[src/rtl/srx_pkg.sv]
package srx_pkg;
    typedef enum logic [2:0] {
        S_IDLE,
        S_START,
        S_DATA,
        S_PAR,
        S_STOP,
        S_HOLD
    } rx_state_t;

    typedef struct packed {
        logic [7:0] data;
        logic       par_bit;
        logic       has_par;
        logic       stop_ok;
    } rx_frame_t;
endpackage

[src/rtl/srx_deframer.sv]
module srx_deframer
    import srx_pkg::*;
#(
    parameter int OVS = 16,
    parameter int DW  = 8
) (
    input  logic      clk,
    input  logic      rst_n,
    input  logic      rx_i,
    input  logic      tick_i,
    input  logic      par_en_i,
    output rx_frame_t frame_o,
    output logic      valid_o
);
    localparam int CW   = $clog2(OVS);
    localparam int BW   = $clog2(DW);
    localparam int HALF = OVS / 2;

    rx_state_t       state_q, state_d;
    logic [1:0]      sync_q;
    logic            rx_s;
    logic [CW-1:0]   tcnt_q;
    logic [BW-1:0]   bit_q;
    logic [DW-1:0]   shreg_q;
    logic            par_q, has_par_q, stop_q, valid_q;
    logic            bit_end, half_end;

    assign rx_s     = sync_q[1];
    assign bit_end  = tick_i && (tcnt_q == CW'(OVS - 1));
    assign half_end = tick_i && (tcnt_q == CW'(HALF - 1));

    always_ff @(posedge clk or negedge rst_n) begin
        if (!rst_n) sync_q <= 2'b11;
        else        sync_q <= {sync_q[0], rx_i};
    end

    // state register
    always_ff @(posedge clk or negedge rst_n) begin
        if (!rst_n) state_q <= S_IDLE;
        else        state_q <= state_d;
    end

    // next state
    always_comb begin
        state_d = state_q;
        unique case (state_q)
            S_IDLE:  if (!rx_s) state_d = S_START;
            S_START: if (half_end) state_d = rx_s ? S_IDLE : S_DATA;
            S_DATA:  if (bit_end && bit_q == BW'(DW - 1))
                         state_d = par_en_i ? S_PAR : S_STOP;
            S_PAR:   if (bit_end) state_d = S_STOP;
            S_STOP:  if (bit_end) state_d = rx_s ? S_IDLE : S_HOLD;
            S_HOLD:  if (rx_s) state_d = S_IDLE;
            default: state_d = S_IDLE;
        endcase
    end

    // datapath and outputs
    always_ff @(posedge clk or negedge rst_n) begin
        if (!rst_n) begin
            tcnt_q    <= '0;
            bit_q     <= '0;
            shreg_q   <= '0;
            par_q     <= 1'b0;
            has_par_q <= 1'b0;
            stop_q    <= 1'b1;
            valid_q   <= 1'b0;
        end else begin
            valid_q <= 1'b0;
            if (state_q == S_IDLE || state_q == S_HOLD) begin
                tcnt_q <= '0;
            end else if (tick_i) begin
                if ((state_q == S_START && half_end) || bit_end) tcnt_q <= '0;
                else                                             tcnt_q <= tcnt_q + 1'b1;
            end
            unique case (state_q)
                S_START: begin
                    bit_q     <= '0;
                    has_par_q <= 1'b0;
                end
                S_DATA: if (bit_end) begin
                    shreg_q <= {rx_s, shreg_q[DW-1:1]};
                    bit_q   <= bit_q + 1'b1;
                end
                S_PAR: if (bit_end) begin
                    par_q     <= rx_s;
                    has_par_q <= 1'b1;
                end
                S_STOP: if (bit_end) begin
                    stop_q  <= rx_s;
                    valid_q <= 1'b1;
                end
                default: ;
            endcase
        end
    end

    assign valid_o         = valid_q;
    assign frame_o.data    = shreg_q[7:0];
    assign frame_o.par_bit = par_q;
    assign frame_o.has_par = has_par_q;
    assign frame_o.stop_ok = stop_q;

    a_r10_valid_pulse: assert property (@(posedge clk) disable iff (!rst_n)
        valid_q |=> !valid_q);
    a_r9_no_frame_from_idle: assert property (@(posedge clk) disable iff (!rst_n)
        (state_q == S_IDLE) |=> !valid_q);
endmodule

[src/rtl/srx_fifo.sv]
module srx_fifo #(
    parameter int DEPTH = 4,
    parameter int DW    = 8
) (
    input  logic                         clk,
    input  logic                         rst_n,
    input  logic                         push,
    input  logic                         pop,
    input  logic [DW-1:0]                din,
    output logic [DW-1:0]                dout,
    output logic [$clog2(DEPTH+1)-1:0]   occ,
    output logic                         full,
    output logic                         empty
);
    localparam int PW = $clog2(DEPTH);
    localparam int OW = $clog2(DEPTH + 1);

    logic [DW-1:0] mem_q [DEPTH];
    logic [PW-1:0] wp_q, rp_q;
    logic [OW-1:0] occ_q;
    logic          do_push, do_pop;

    assign full    = (occ_q == OW'(DEPTH));
    assign empty   = (occ_q == '0);
    assign do_pop  = pop && !empty;
    assign do_push = push && (!full || do_pop);

    always_ff @(posedge clk or negedge rst_n) begin
        if (!rst_n) begin
            wp_q  <= '0;
            rp_q  <= '0;
            occ_q <= '0;
        end else begin
            if (do_push) wp_q <= wp_q + 1'b1;
            if (do_pop)  rp_q <= rp_q + 1'b1;
            if (do_push && !do_pop)      occ_q <= occ_q + 1'b1;
            else if (do_pop && !do_push) occ_q <= occ_q - 1'b1;
        end
    end

    for (genvar i = 0; i < DEPTH; i++) begin : g_slot
        always_ff @(posedge clk or negedge rst_n) begin
            if (!rst_n)                               mem_q[i] <= '0;
            else if (do_push && wp_q == PW'(i))       mem_q[i] <= din;
        end
    end

    assign dout = mem_q[rp_q];
    assign occ  = occ_q;

    a_r1_no_overflow: assert property (@(posedge clk) disable iff (!rst_n)
        occ_q <= OW'(DEPTH));
    a_r1_occ_step: assert property (@(posedge clk) disable iff (!rst_n)
        (push && !pop && !full) |=> (occ_q == $past(occ_q) + 1'b1));
endmodule

[src/rtl/serial_rx_status.sv]
module serial_rx_status
    import srx_pkg::*;
#(
    parameter int OVS   = 16,
    parameter int DEPTH = 4
) (
    input  logic       clk,
    input  logic       rst_n,
    input  logic       rx_line,
    input  logic       baud_tick,
    input  logic       par_en,
    input  logic       par_odd,
    input  logic       reg_addr,
    input  logic       reg_wr,
    input  logic       reg_rd,
    input  logic [7:0] reg_wdata,
    output logic [7:0] reg_rdata
);
    localparam int OW     = $clog2(DEPTH + 1);
    localparam int CODEW  = $clog2(DEPTH);
    localparam int FE_BIT = CODEW;
    localparam int PE_BIT = CODEW + 1;
    localparam int OE_BIT = CODEW + 2;

    rx_frame_t      frm;
    logic           frm_valid;
    logic [7:0]     head, last_q;
    logic [OW-1:0]  occ;
    logic           full, empty;
    logic           pop_req, pop_ok, room, push_ok;
    logic           stat_wr, ferr_q, perr_q, oerr_q;
    logic           par_bad;
    logic [CODEW-1:0] code;
    logic [7:0]     status;

    srx_deframer #(.OVS(OVS), .DW(8)) u_deframer (
        .clk     (clk),
        .rst_n   (rst_n),
        .rx_i    (rx_line),
        .tick_i  (baud_tick),
        .par_en_i(par_en),
        .frame_o (frm),
        .valid_o (frm_valid)
    );

    srx_fifo #(.DEPTH(DEPTH), .DW(8)) u_fifo (
        .clk  (clk),
        .rst_n(rst_n),
        .push (push_ok),
        .pop  (pop_ok),
        .din  (frm.data),
        .dout (head),
        .occ  (occ),
        .full (full),
        .empty(empty)
    );

    assign pop_req = reg_rd && !reg_addr;
    assign pop_ok  = pop_req && !empty;
    assign room    = !full || pop_ok;
    assign push_ok = frm_valid && room;
    assign stat_wr = reg_wr && reg_addr;
    assign par_bad = frm.has_par && ((^{frm.data, frm.par_bit}) != par_odd);

    always_ff @(posedge clk or negedge rst_n) begin
        if (!rst_n) begin
            ferr_q <= 1'b0;
            perr_q <= 1'b0;
            oerr_q <= 1'b0;
            last_q <= '0;
        end else begin
            if (frm_valid && !frm.stop_ok)      ferr_q <= 1'b1;
            else if (stat_wr && !reg_wdata[FE_BIT]) ferr_q <= 1'b0;
            if (push_ok && par_bad)             perr_q <= 1'b1;
            else if (stat_wr && !reg_wdata[PE_BIT]) perr_q <= 1'b0;
            if (frm_valid && !room)             oerr_q <= 1'b1;
            else if (stat_wr && !reg_wdata[OE_BIT]) oerr_q <= 1'b0;
            if (pop_ok) last_q <= head;
        end
    end

    assign code      = (occ <= OW'(1)) ? '0 : CODEW'(occ - OW'(1));
    assign status    = 8'({oerr_q, perr_q, ferr_q, code});
    assign reg_rdata = reg_addr ? status : (empty ? last_q : head);

    a_r6_ferr_sticky: assert property (@(posedge clk) disable iff (!rst_n)
        (ferr_q && !(stat_wr && !reg_wdata[FE_BIT])) |=> ferr_q);
    a_r6_oerr_sticky: assert property (@(posedge clk) disable iff (!rst_n)
        (oerr_q && !(stat_wr && !reg_wdata[OE_BIT])) |=> oerr_q);
    a_r4_frame_flag: assert property (@(posedge clk) disable iff (!rst_n)
        (frm_valid && !frm.stop_ok) |=> ferr_q);
    a_r7_overrun_flag: assert property (@(posedge clk) disable iff (!rst_n)
        (frm_valid && full && !pop_req) |=> (oerr_q && full));
    a_r8_empty_read: assert property (@(posedge clk) disable iff (!rst_n)
        (pop_req && empty && !frm_valid) |=> (empty && $stable(reg_rdata)));
endmodule

[config.mk]
export PLATFORM = sky130hd
export DESIGN_NAME = serial_rx_status
export DESIGN_NICKNAME = d
export VERILOG_FILES = /design/src/rtl/srx_pkg.sv /design/src/rtl/srx_deframer.sv /design/src/rtl/srx_fifo.sv /design/src/rtl/serial_rx_status.sv
export SDC_FILE = /design/constraint.sdc
export NUM_CORES = 1
export LEC_CHECK = 0
export BUFFER_PORTS_ARGS = -buffer_cell sky130_fd_sc_hd__buf_4
export CAP_MARGIN = 10
export CORE_UTILIZATION = 65
export DETAILED_ROUTE_END_ITERATION = 6
export GPL_ROUTABILITY_DRIVEN = 0
export GPL_TIMING_DRIVEN = 0
export PLACE_DENSITY = 0.95
export SKIP_CTS_REPAIR_TIMING = 1
export SLEW_MARGIN = 20
export SYNTH_ARGS = -nofsm -noshare
export SYNTH_HDL_FRONTEND = slang
export SYNTH_SLANG_ARGS = --single-unit
[constraint.sdc]
create_clock -name clk -period 3.4 [get_ports clk]
set_input_delay 0.68 -clock clk [delete_from_list [all_inputs] [get_ports clk]]
set_output_delay 0.68 -clock clk [all_outputs]
set_load 0.01 [all_outputs]
* Word level (Yosys, flattened, before mapping)
Index checks and enable logic that the tools add are counted.
** Word-level totals
- Latch bits :: 0
- Memories kept :: 0
- Input bits :: 17
- Memory bits (writable) :: 0
- Bits in registers :: 74
- Output and inout bits :: 8
- ROM bits :: 0
** Cells by class
- Equal/unequal tests :: 20
- Multiply operators :: 0
- Add/subtract/negate cells :: 6
- Shifts and indexed selects :: 0
- Reduce and logical (&&, ||, !) cells :: 54
- Divide/modulo/power cells :: 0
- Order comparisons :: 2
- Bitwise gates (word level) :: 1
- Multiplexer cells :: 33
** Operators by type and width (count)
- 2-to-1 mux 3 bit :: 11
- 2-to-1 mux 8 bit :: 4
- logical AND 1 bit :: 23
- one-hot mux 3 bit (6 select lines) :: 1
- binary-select mux 8 bit (select 2 bit) :: 1
- nonzero test 2 bit :: 7
- == test 3 bit (second input constant) :: 4
- 2-to-1 mux 4 bit :: 3
- != test 2 x 1 -> 1 bit (second input constant) :: 6
- logical NOT 1 bit :: 10
- AND reduction 2 bit :: 5
- 2-to-1 mux 1 bit :: 9
- XOR reduction 9 bit :: 1
- adder 3 x 1 -> 3 bit (second input constant) :: 2
- == test 3 x 2 -> 1 bit (second input constant) :: 2
- logical NOT 3 bit :: 2
- one-hot mux 3 bit (2 select lines) :: 1
- AND reduction 6 bit :: 1
- adder 2 x 1 -> 2 bit (second input constant) :: 2
- adder 4 x 1 -> 4 bit (second input constant) :: 1
- == test 2 bit (second input constant) :: 2
- == test 4 x 3 -> 1 bit (second input constant) :: 1
- == test 4 bit (second input constant) :: 1
- logical OR 1 bit :: 4
- other kinds (11) :: 12

* Logic depth before layout (Yosys ltp)
Gate-level depths: netlist of the first run.
- Depth in word-level cells :: 10
- Depth in mapped cells :: 11
- Mapped depth without buffers :: 9

* Cells and area by module
Synthesis of the first run repeated with hierarchy kept, for this count alone.
** Unflattened totals
- Cell total of the unflattened synthesis :: 282
- Area total of the unflattened synthesis :: 3666.0 um2
** Modules (own cells, without submodules)
- srx_fifo :: instances 1, cells each 113, area each 1794.2 um2
- srx_deframer :: instances 1, cells each 103, area each 1183.6 um2
- serial_rx_status :: instances 1, cells each 66, area each 688.2 um2

* Worst setup path before layout of the first run
Ideal clock, no wire load.
- Path kind :: register -> register
- Start :: reg u_fifo.occ_q[0] (netlist: u_fifo.occ[0])
- End :: reg u_fifo.occ_q[2] (netlist: u_fifo.occ[2])
- Period minus slack after synthesis :: 2.060 ns
- Cell stages (with the launch flop) :: 11
- Required time :: 3.321 ns
- Library setup time :: 0.079 ns
- Arrival :: 1.981 ns
- Path buffers :: 2
- Path slack :: 1.340 ns
- Cells stage by stage :: dfrtp_1 inv_1 ha_1 nand2b_1 buf_4 nor2b_1 buf_4 inv_1 ha_1 nor2_1 xor2_1
** On the way
- Word-level cells in the longest chain between the ends :: 9
- Elaborated cells on any way between the ends :: 19
** Ends and longest elaborated chain
- from (decl) :: RTL line srx_fifo.sv:20 : logic [OW-1:0] occ_q;
- from (signal assigned) :: RTL line srx_fifo.sv:36 : if (do_push && !do_pop) occ_q <= occ_q + 1'b1;
- from (signal assigned) :: RTL line srx_fifo.sv:37 : else if (do_pop && !do_push) occ_q <= occ_q - 1'b1;
- logical NOT 3 bit :: RTL line srx_fifo.sv:24 : assign empty = (occ_q == '0);
- logical NOT 1 bit :: RTL line srx_fifo.sv:25, serial_rx_status.sv:59
- logical AND 1 bit :: RTL line serial_rx_status.sv:59 : assign pop_ok = pop_req && !empty;
- logical OR 1 bit / logical AND 1 bit (equally long branches) :: RTL line serial_rx_status.sv:60, srx_fifo.sv:25
- logical AND 1 bit / logical OR 1 bit (equally long branches) :: RTL line serial_rx_status.sv:61, srx_fifo.sv:26
- logical AND 1 bit :: RTL line srx_fifo.sv:26 : assign do_push = push && (!full || do_pop);
- logical NOT 1 bit :: RTL line srx_fifo.sv:37
- logical AND 1 bit :: RTL line srx_fifo.sv:37
- nonzero test 2 bit (no source line)
Parallel ways exist; a longest one is shown, timed or not. The select of a mux whose other input is x is not followed.
A chain may end at the register's enable or synchronous reset.

* Final worst setup path of the first run
- Start :: reg u_fifo.rp_q[0]
- End :: out reg_rdata[0]
** On the way
- Word-level cells in the longest chain between the ends :: 6
** Ends and longest elaborated chain
- from (decl) :: RTL line srx_fifo.sv:19 : logic [PW-1:0] wp_q, rp_q;
- from (signal assigned) :: RTL line srx_fifo.sv:35 : if (do_pop) rp_q <= rp_q + 1'b1;
- NOT 2 -> 3 bit (not written as such) :: RTL line srx_fifo.sv:48 : assign dout = mem_q[rp_q];
- binary-select mux 8 bit (select 2 bit) :: RTL line srx_fifo.sv:48
- 2-to-1 mux 8 bit (not written as such) (2 in a row) :: RTL line srx_fifo.sv:48
- 2-to-1 mux 8 bit (2 in a row) :: RTL line serial_rx_status.sv:84 : assign reg_rdata = reg_addr ? status : (empty ? last_q : head);
- to (decl) :: RTL line serial_rx_status.sv:17 : output logic [7:0] reg_rdata
No other way between the ends. The select of a mux whose other input is x is not followed.

==> results.md, run 1 <==
- Dividing the detail-routed via count by the number of cells gives 6.10.
- The iteration count of the initial detailed-routing pass is 4.
- The clock tree skew after final layout is 7.72 ps.
- The initial utilization of the core area, before any placement, comes to 69.5%.
- The most instantiated flip-flop cell in the synthesis netlist is dfrtp_1.
- In the final layout, the multi-input gates occupy 1710 sq um.
- The post-route netlist has 31.4% of its cells at a drive strength greater than 1.
- The half-perimeter wire length after detailed placement is 4640 microns.
- The number of routed nets with antenna violations is 0.
- The repair_antennas step left the layout with diodes totalling 0.
- The share of flip-flops with an asynchronous set or reset after synthesis is 100%.
- The number of violations reported at the end of detailed-routing iteration 0 is 142.
- The number of placement rows is 26.
- The sort of element at the end of the critical path is an output pin.
- The share of the clock period used by the worst path is 80.6%.
- The number of nets in the synthesized netlist is 319.
- Of all nets on the critical path, the largest fanout is 10.
- The count of maximum capacitance violations is 0.
- For the final routed database, the setup TNS stands at 0 ps.
- Wires add up to 7250 microns.
- Setup repair after global routing left no endpoint under its margin.
- The first global-routing pass estimated 12,000 microns of wire.
- For this design the total switching power over the nets is 0.669 mW.
- The average wire length per cell after detail routing is 18.4 microns.
- The count of mapped cells out of synthesis is 290.
- The via total after detailed routing is 2,411.
- The leading area contributor after synthesis is dfrtp_1.
- For the worst-skew pair, the clock arrives at the later sink with an insertion delay of 340 ps.
- By area the synthesized netlist is led by dfrtp_1 48%, mux2_2 14%, mux4_2 4.9%.
- The portion of total power attributed to sequential cells is 47.9%.
- The die area is 5940 sq um.
- The number of max-slew violations in the final report is 0.
- For this run, the post-layout net count is 349.
- Input and output buffers added on the ports amount to 19.
- After detailed placement, the design holds a cell count of 379.
- The class of the most critical hold timing path is register to register.
- Entering global routing, the biggest net connects 75 pins.
- The area growth from synthesis to layout is 10.7%.
- The clock network fraction of design power is 27.2%.
- 25 I/O pins were placed.
- The power density normalized to cell area is 525 nW/um^2.
- The footprint of the flip-flops and latches is 1860 sq um.
- The floorplan step set the die height to 77.1 microns.
- In this run the number of H-tree levels came out at 3.
- In this run switching power makes up 31.5% of total power.
- Based on the critical path, the design can be clocked at up to 365 MHz.
- Synthesis inferred 74 register bits.
- The synthesized design contains 0 enable-type register cells.
- The via count of the first global-routing pass was 2,458.
- The number of hold violations in the final report is 0.
- The slew at the pin closest to its max-slew limit is 904 ps.
- The clock net sink count is 74.
- The worst-case clock buffer depth is 2.
- The arrival time at the worst endpoint is 2060 ps.
- The internal power is 1.46 mW.
- The Yosys step of the flow raised 0 warnings.
- Headroom to the max-slew limit came out at 39.7%.
- TritonCTS built the clock tree.
- Counting I/O delays and the setup requirement, the final critical path takes 2740 ps.
- The initial antenna violation count is 0.
- The worst IR drop on VDD is 461 uV.
- The launching element type of the critical path is a register.
- For this run, design rule violations remaining after detail routing come to 0.
- The run finished with clean final reports.
- The tree is rooted in a clkbuf_8.
- Global routing finished with a remaining overflow of 0.
- The clock-pin slew on the worst setup and hold paths is 70 ps.
- Across every metal layer, demand over resource in global routing totals 27.1%.
- The standard cell core area is 5270 sq um.
- The combinational power share is 24.8%.
- The die is 77.1 microns wide.
- The post-layout total power is 2.13 mW.
- The cell area that synthesis handed to floorplanning was 3660 sq um.
- The portion of synthesized cell area occupied by the leading cell type is 48.5%.
- Data on the critical path is required at its endpoint by 2720 ps.
- Setup violations remaining at the end of the flow were counted as 0.
- After the flow finishes, the layout carries non-filler instances totaling 395.
- The type of the setup path with the least slack is register to output pin.
- The sequential-to-total area share from yosys stat is 50.6%.
- After synthesis, the netlist uses 43 different library cells.
- The leakage dissipation is 2.03 nW.
- The number of inserted filler cells in the final layout is 307.
- Each instance of the synthesized netlist takes up on average 12.6 sq um.
- Buffers inserted during clock tree synthesis total 9.
## cell families (layout without fill, tap and decap cells)
kind of cell | Yosys count | after routing | synth area share, %
compound gates | 39 | 39 | 6.66
buf+inv | 20 | 55 | 2.60
fa+ha+maj | 12 | 12 | 4.10
simple gates | 63 | 63 | 9.36
mux | 66 | 66 | 22.4
flops | 74 | 74 | 50.6
xor+xnor | 16 | 16 | 4.20
## state kept, by name (all words and copies together), names as in the netlist, 2 cells and up
register            cells
last_q                  8
u_deframer.bit_q        3
u_deframer.shreg_q      8
u_deframer.state_q      3
u_deframer.sync_q       2
u_deframer.tcnt_q       4
u_fifo.mem_q           32
u_fifo.occ              3
u_fifo.rp_q             2
u_fifo.wp_q             2
## synth_stat cells (3+ instances only)
| cell type | count |
|---|---|
| ha_1 | 12 |
| nand4_1 | 3 |
| nand2_1 | 18 |
| buf_2 | 4 |
| mux4_2 | 8 |
| clkbuf_1 | 4 |
| nand2_4 | 4 |
| mux2i_1 | 9 |
| dfrtp_1 | 71 |
| a21oi_1 | 8 |
| nor3_1 | 3 |
| o21ai_0 | 18 |
| xor2_1 | 6 |
| inv_1 | 8 |
| nor2_1 | 13 |
| mux2_2 | 47 |
| o22ai_1 | 3 |
| nand2b_1 | 5 |
| xnor2_1 | 9 |
| dfstp_2 | 3 |
| nand3_1 | 7 |
## metrics by stage
step / setup slack [ps] / utilization, % / area, sq um / hold slack (ps)
global route: 564 / 76.9 / 4050 / 365
CTS: 655 / 76.9 / 4050 / 363
finish: 661 / 76.9 / 4050 / 359
floorplan: 1340 / - / 3660 / 345
detailed placement: 1060 / 73.9 / 3890 / 347
global placement: 1110 / 73.9 / 3890 / 347
## routing by layer
| layer | GRT usage [%] | up-vias | wire length, microns |
|---|---|---|---|
| met2 | 46.0 | 80 | 3690 |
| met5 | 0 | - | 0 |
| met1 | 32.7 | 1213 | 3020 |
| li1 | - | 1095 | - |
| met4 | 16.0 | 0 | 282 |
| met3 | 4.05 | 23 | 263 |
## worst max-delay path: stages (launching register included)
cell and delay, ps:
dfrtp_1 330, buf_2 310, mux4_2 600, mux2i_1 210
o22ai_1 110, buf_4 160
## path summary, 6_finish.rpt
kind                       depth (start not counted)  slack [ps]                   end                  from
max in group asynchronous                          1        2340      u_fifo.mem_q[30]                 rst_n
min in group asynchronous                          1         470         u_fifo.occ[0]                 rst_n
max                                                5         660          reg_rdata[0]        u_fifo.rp_q[0]
max reg2reg                                       10         890         u_fifo.occ[2]         u_fifo.occ[0]
min reg2reg                                        0         360  u_deframer.sync_q[1]  u_deframer.sync_q[0]
min                                                0         360  u_deframer.sync_q[1]  u_deframer.sync_q[0]
## layout make-up
| cell class | instances | share of cell area, % |
|---|---|---|
| repair buffers | 19 | 3.52 |
| flip-flops and latches | 74 | 45.8 |
| clock buffers | 16 | 3.95 |
| plain buffers | 12 | 1.60 |
| well taps | 70 | 2.16 |
| inverters | 8 | 0.741 |
| multi-input cells | 196 | 42.3 |
## power groups by stage
stage	clock network [mW]	logic (mW)	registers, mW
final	0.579	0.528	1.02
after global routing	0.622	0.580	1.03
after CTS	0.590	0.528	1.02
after detailed placement	0	0.516	1.03
after global placement	0	0.497	1.03
after floorplan	0	0.391	1.01
## cells in the final DEF, fill, tap and decap left out, types with 2 or more instances in the layout
master,n
inv_1,8
nand4_1,3
ha_1,12
nor3_1,3
mux2i_1,9
nor2_1,13
nand2b_1,5
mux2_1,2
dfrtp_1,71
xnor2_1,9
o22ai_1,3
a21oi_1,8
a22oi_1,2
buf_2,4
o21ai_0,18
mux2_2,47
mux4_2,8
nand2_4,4
dfstp_2,3
nand3b_1,2
nand3_1,7
nand2_1,18
buf_4,21
clkbuf_8,10
xor2_1,6
nor3b_1,2
clkbuf_1,10
Power figures use the tool's default switching activity.
==> run 2: changes to the inputs <==
--- a/config.mk
+++ b/config.mk
@@ -7,11 +7,11 @@
 export LEC_CHECK = 0
 export BUFFER_PORTS_ARGS = -buffer_cell sky130_fd_sc_hd__buf_4
 export CAP_MARGIN = 10
-export CORE_UTILIZATION = 65
+export CORE_UTILIZATION = 54
 export DETAILED_ROUTE_END_ITERATION = 6
 export GPL_ROUTABILITY_DRIVEN = 0
 export GPL_TIMING_DRIVEN = 0
-export PLACE_DENSITY = 0.95
+export PLACE_DENSITY = 0.85
 export SKIP_CTS_REPAIR_TIMING = 1
 export SLEW_MARGIN = 20
 export SYNTH_ARGS = -nofsm -noshare
==> constraint.sdc (replaced) <==
create_clock -name clk -period 2.4 [get_ports clk]
set_input_delay 0.48 -clock clk [delete_from_list [all_inputs] [get_ports clk]]
set_output_delay 0.48 -clock clk [all_outputs]
set_load 0.01 [all_outputs]
==> run 2 against run 1 <==
The flow now finishes with violations (DRC); register-to-register slack worse by 690 ps; first-iteration DRC count down 27%; critical path depth unchanged; clock power up 51%; core utilization down 12 points; sequential cell count unchanged; final area up 2.7%; highest routed layer unchanged.
==> results.md, run 2 (synthesis results as in run 1) <==
- The library cell used most frequently in the layout, excluding fill and tap cells, is dfrtp_1.
- The final reports fail on DRC.
- The number of inserted diodes is 0.
- After layout, the design draws a total of 3.17 mW.
- The reg2reg setup slack is 200 ps.
- The number of input and output port buffers inserted is 19.
- The flow ran to the end, but the final reports show violations.
- Net switching is 31.7% of the power.
- The internal power of the cells totals 2.17 mW.
- Leaving out fill and tap cells, the most frequent cells in the layout are 69 x dfrtp_1, 47 x mux2_2, 25 x buf_4.
- The clock network fraction of design power is 27.6%.
- For this block, the via count after detailed routing is 2,297.
- The via count of the first global-routing pass is 2,328.
- The vias per cell is 5.64.
- The die covers 7120 sq um.
- From synthesis to final layout, the design area changed by 13.6%.
- The filler cells instantiated in the layout total 496.
- The type of the setup path with the least slack is register to output pin.
- The final critical path takes up 97.2% of the cycle.
- The worst slew slack as a fraction of its limit is 39.8%.
- The number of max-slew violations in the final report is 0.
- For the final routed database, the setup TNS stands at 0 ps.
- The worst endpoint required time is 1920 ps.
- The last element of the critical path is reg_rdata[1].
- The number of violations reported at the end of detailed-routing iteration 0 is 104.
- The worst setup path is captured at an output pin.
- The boundary pin count is 25.
- The power density normalized to cell area is 762 nW/um^2.
- In the final routed layout, each cell accounts on average for 16.3 microns.
- Measured along the y axis, the die boundary spans 84.4 microns.
- The worst-case hold slack is 234 ps.
- The register with the most flip-flops in the final layout is u_fifo.mem_q.
- The register with the most flip-flops in the layout has 32 of them.
- Setup repair after global routing could not meet its margin everywhere.
- The cell at the root of the clock tree is clkbuf_8.
- In this run the standard cell core region covers 6460 sq um.
- The clock latency at the later pin of the worst-skew pair is 350 ps.
- Global routing used 20.6% of the available tracks across all layers.
- The final layout contains 354 nets.
- The beginning of the critical path is u_fifo.rp_q[0].
- Combinational cells account for 26.7% of the total power.
- The post-route netlist has 35.2% of its cells at a drive strength greater than 1.
- The number of hold violations in the final report is 0.
- On the final layout, the worst clock skew is 8.67 ps.
- The first global-routing pass estimated 11,100 microns of wire.
- For the pin with the worst max-slew slack, the measured transition is 903 ps.
- In this run the core area contains 29 standard-cell rows.
- Subtracting the final worst setup slack from the clock period gives 2330 ps.
- The clock-pin slew on the worst setup and hold paths is 80 ps.
- In this run the power spent charging and discharging nets is 1.01 mW.
- Data arrives at the worst endpoint at 1850 ps.
- The final routed wirelength across all metal layers is 6640 microns.
- Setup violations remaining at the end of the flow were counted as 0.
- The initial utilization of the core area, before any placement, comes to 56.7%.
- After routing the design area is 4160 sq um.
- Measured on the finished design, the core utilization comes to 64.5%.
- The launch instance of the worst register-to-register path is u_fifo.occ[0].
- Entering global routing, the biggest net connects 75 pins.
- Counting the buffers created by CTS gives 9.
- The largest registers in the layout are u_fifo.mem_q x32, last_q x8, u_deframer.shreg_q x8.
- In this run the worst path has a maximum fanout of 5.
- The highest achievable clock rate is 429 MHz.
- Counting cells, the worst reg-to-reg path comes to 10.
- The launching element type of the critical path is a register.
- The leakage dissipation is 2.07 nW.
- In this run the critical register-to-register path is captured at u_fifo.occ[2].
- The half-perimeter wire length after detailed placement is 4480 microns.
- The count of maximum capacitance violations is 0.
- TritonCTS built the clock tree.
- The worst-case clock buffer depth is 2.
- The class of the most critical hold timing path is input port to register.
- The worst IR drop on VDD is 350 uV.
- Once detail routing completed, the nets flagged for antenna violations numbered 0.
- The maximum level of the CTS H-tree is 3.
- The global-route congestion overflow total is 0.
- The first detailed-routing pass ran for 6 iterations.
- The initial antenna violation count came to 0.
- The chip width is 84.4 microns.
- The portion of total power attributed to sequential cells is 45.7%.
- The post-placement cell area is 3900 sq um.
- The clock net in this run drives a total of 74 sinks.
- The number of remaining DRC errors is 6.
run 2: changes by cell type in the layout (fill, tap and decap cells not counted), sizes merged:
cell,before,now
buf,27,31
clkbuf,20,15
clkinv,0,2
clkinvlp,0,3
inv,8,9
run 2: how the worst min path moves through the flow:
stage	from	endpoint	slack (ps)	depth (start not counted)
final	rx_line	u_deframer.sync_q[0]	230	1
after global routing	rx_line	u_deframer.sync_q[0]	220	1
after CTS	rx_line	u_deframer.sync_q[0]	210	1
after detailed placement	u_deframer.sync_q[0]	u_deframer.sync_q[1]	350	0
after global placement	u_deframer.sync_q[0]	u_deframer.sync_q[1]	350	0
after floorplan	rst_n	ferr_q	180	0
run 2: through the flow:
step	cells	setup WS, ps
floorplan	290	340
global placement	386	131
detailed placement	386	106
CTS	402	-128
global route	407	-39.8
finish	407	67.2
run 2: layer usage:
| metal | wire, microns | global-route usage [%] | vias to the layer above |
|---|---|---|---|
| met3 | 224 | 4.42 | 11 |
| met5 | 0 | 0 | - |
| li1 | - | - | 1110 |
| met4 | 142 | 10.2 | 0 |
| met1 | 3000 | 27.1 | 1127 |
| met2 | 3270 | 32.6 | 49 |
run 2: worst max-delay path, cell delays in order (launching register included):
cell	delay [ps]
dfrtp_2	430
buf_12	140
mux4_2	510
mux2i_1	170
o22ai_1	90
buf_4	170
run 2: final cells by class:
| class | count | area (sq um) | share of cell area, % |
|---|---|---|---|
| Sequential cell | 74 | 1860 | 44.6 |
| Multi-Input combinational cell | 196 | 1720 | 41.2 |
| Timing Repair Buffer | 24 | 198 | 4.75 |
| Clock buffer | 10 | 138 | 3.31 |
| Tap cell | 77 | 96.3 | 2.31 |
| Buffer | 12 | 86.3 | 2.07 |
| Clock inverter | 6 | 41.3 | 0.992 |
| Inverter | 8 | 30.0 | 0.721 |
run 2: power by group through the flow:
| stage | sequential (mW) | clock, mW | combinational [mW] |
|---|---|---|---|
| 6_report | 1.45 | 0.875 | 0.848 |
| 5_1_grt | 1.47 | 0.950 | 0.941 |
| 4_1_cts | 1.44 | 0.902 | 0.725 |
| 3_5_place_dp | 1.46 | 0 | 0.720 |
| 3_3_place_gp | 1.45 | 0 | 0.703 |
| 2_1_floorplan | 1.43 | 0 | 0.553 |
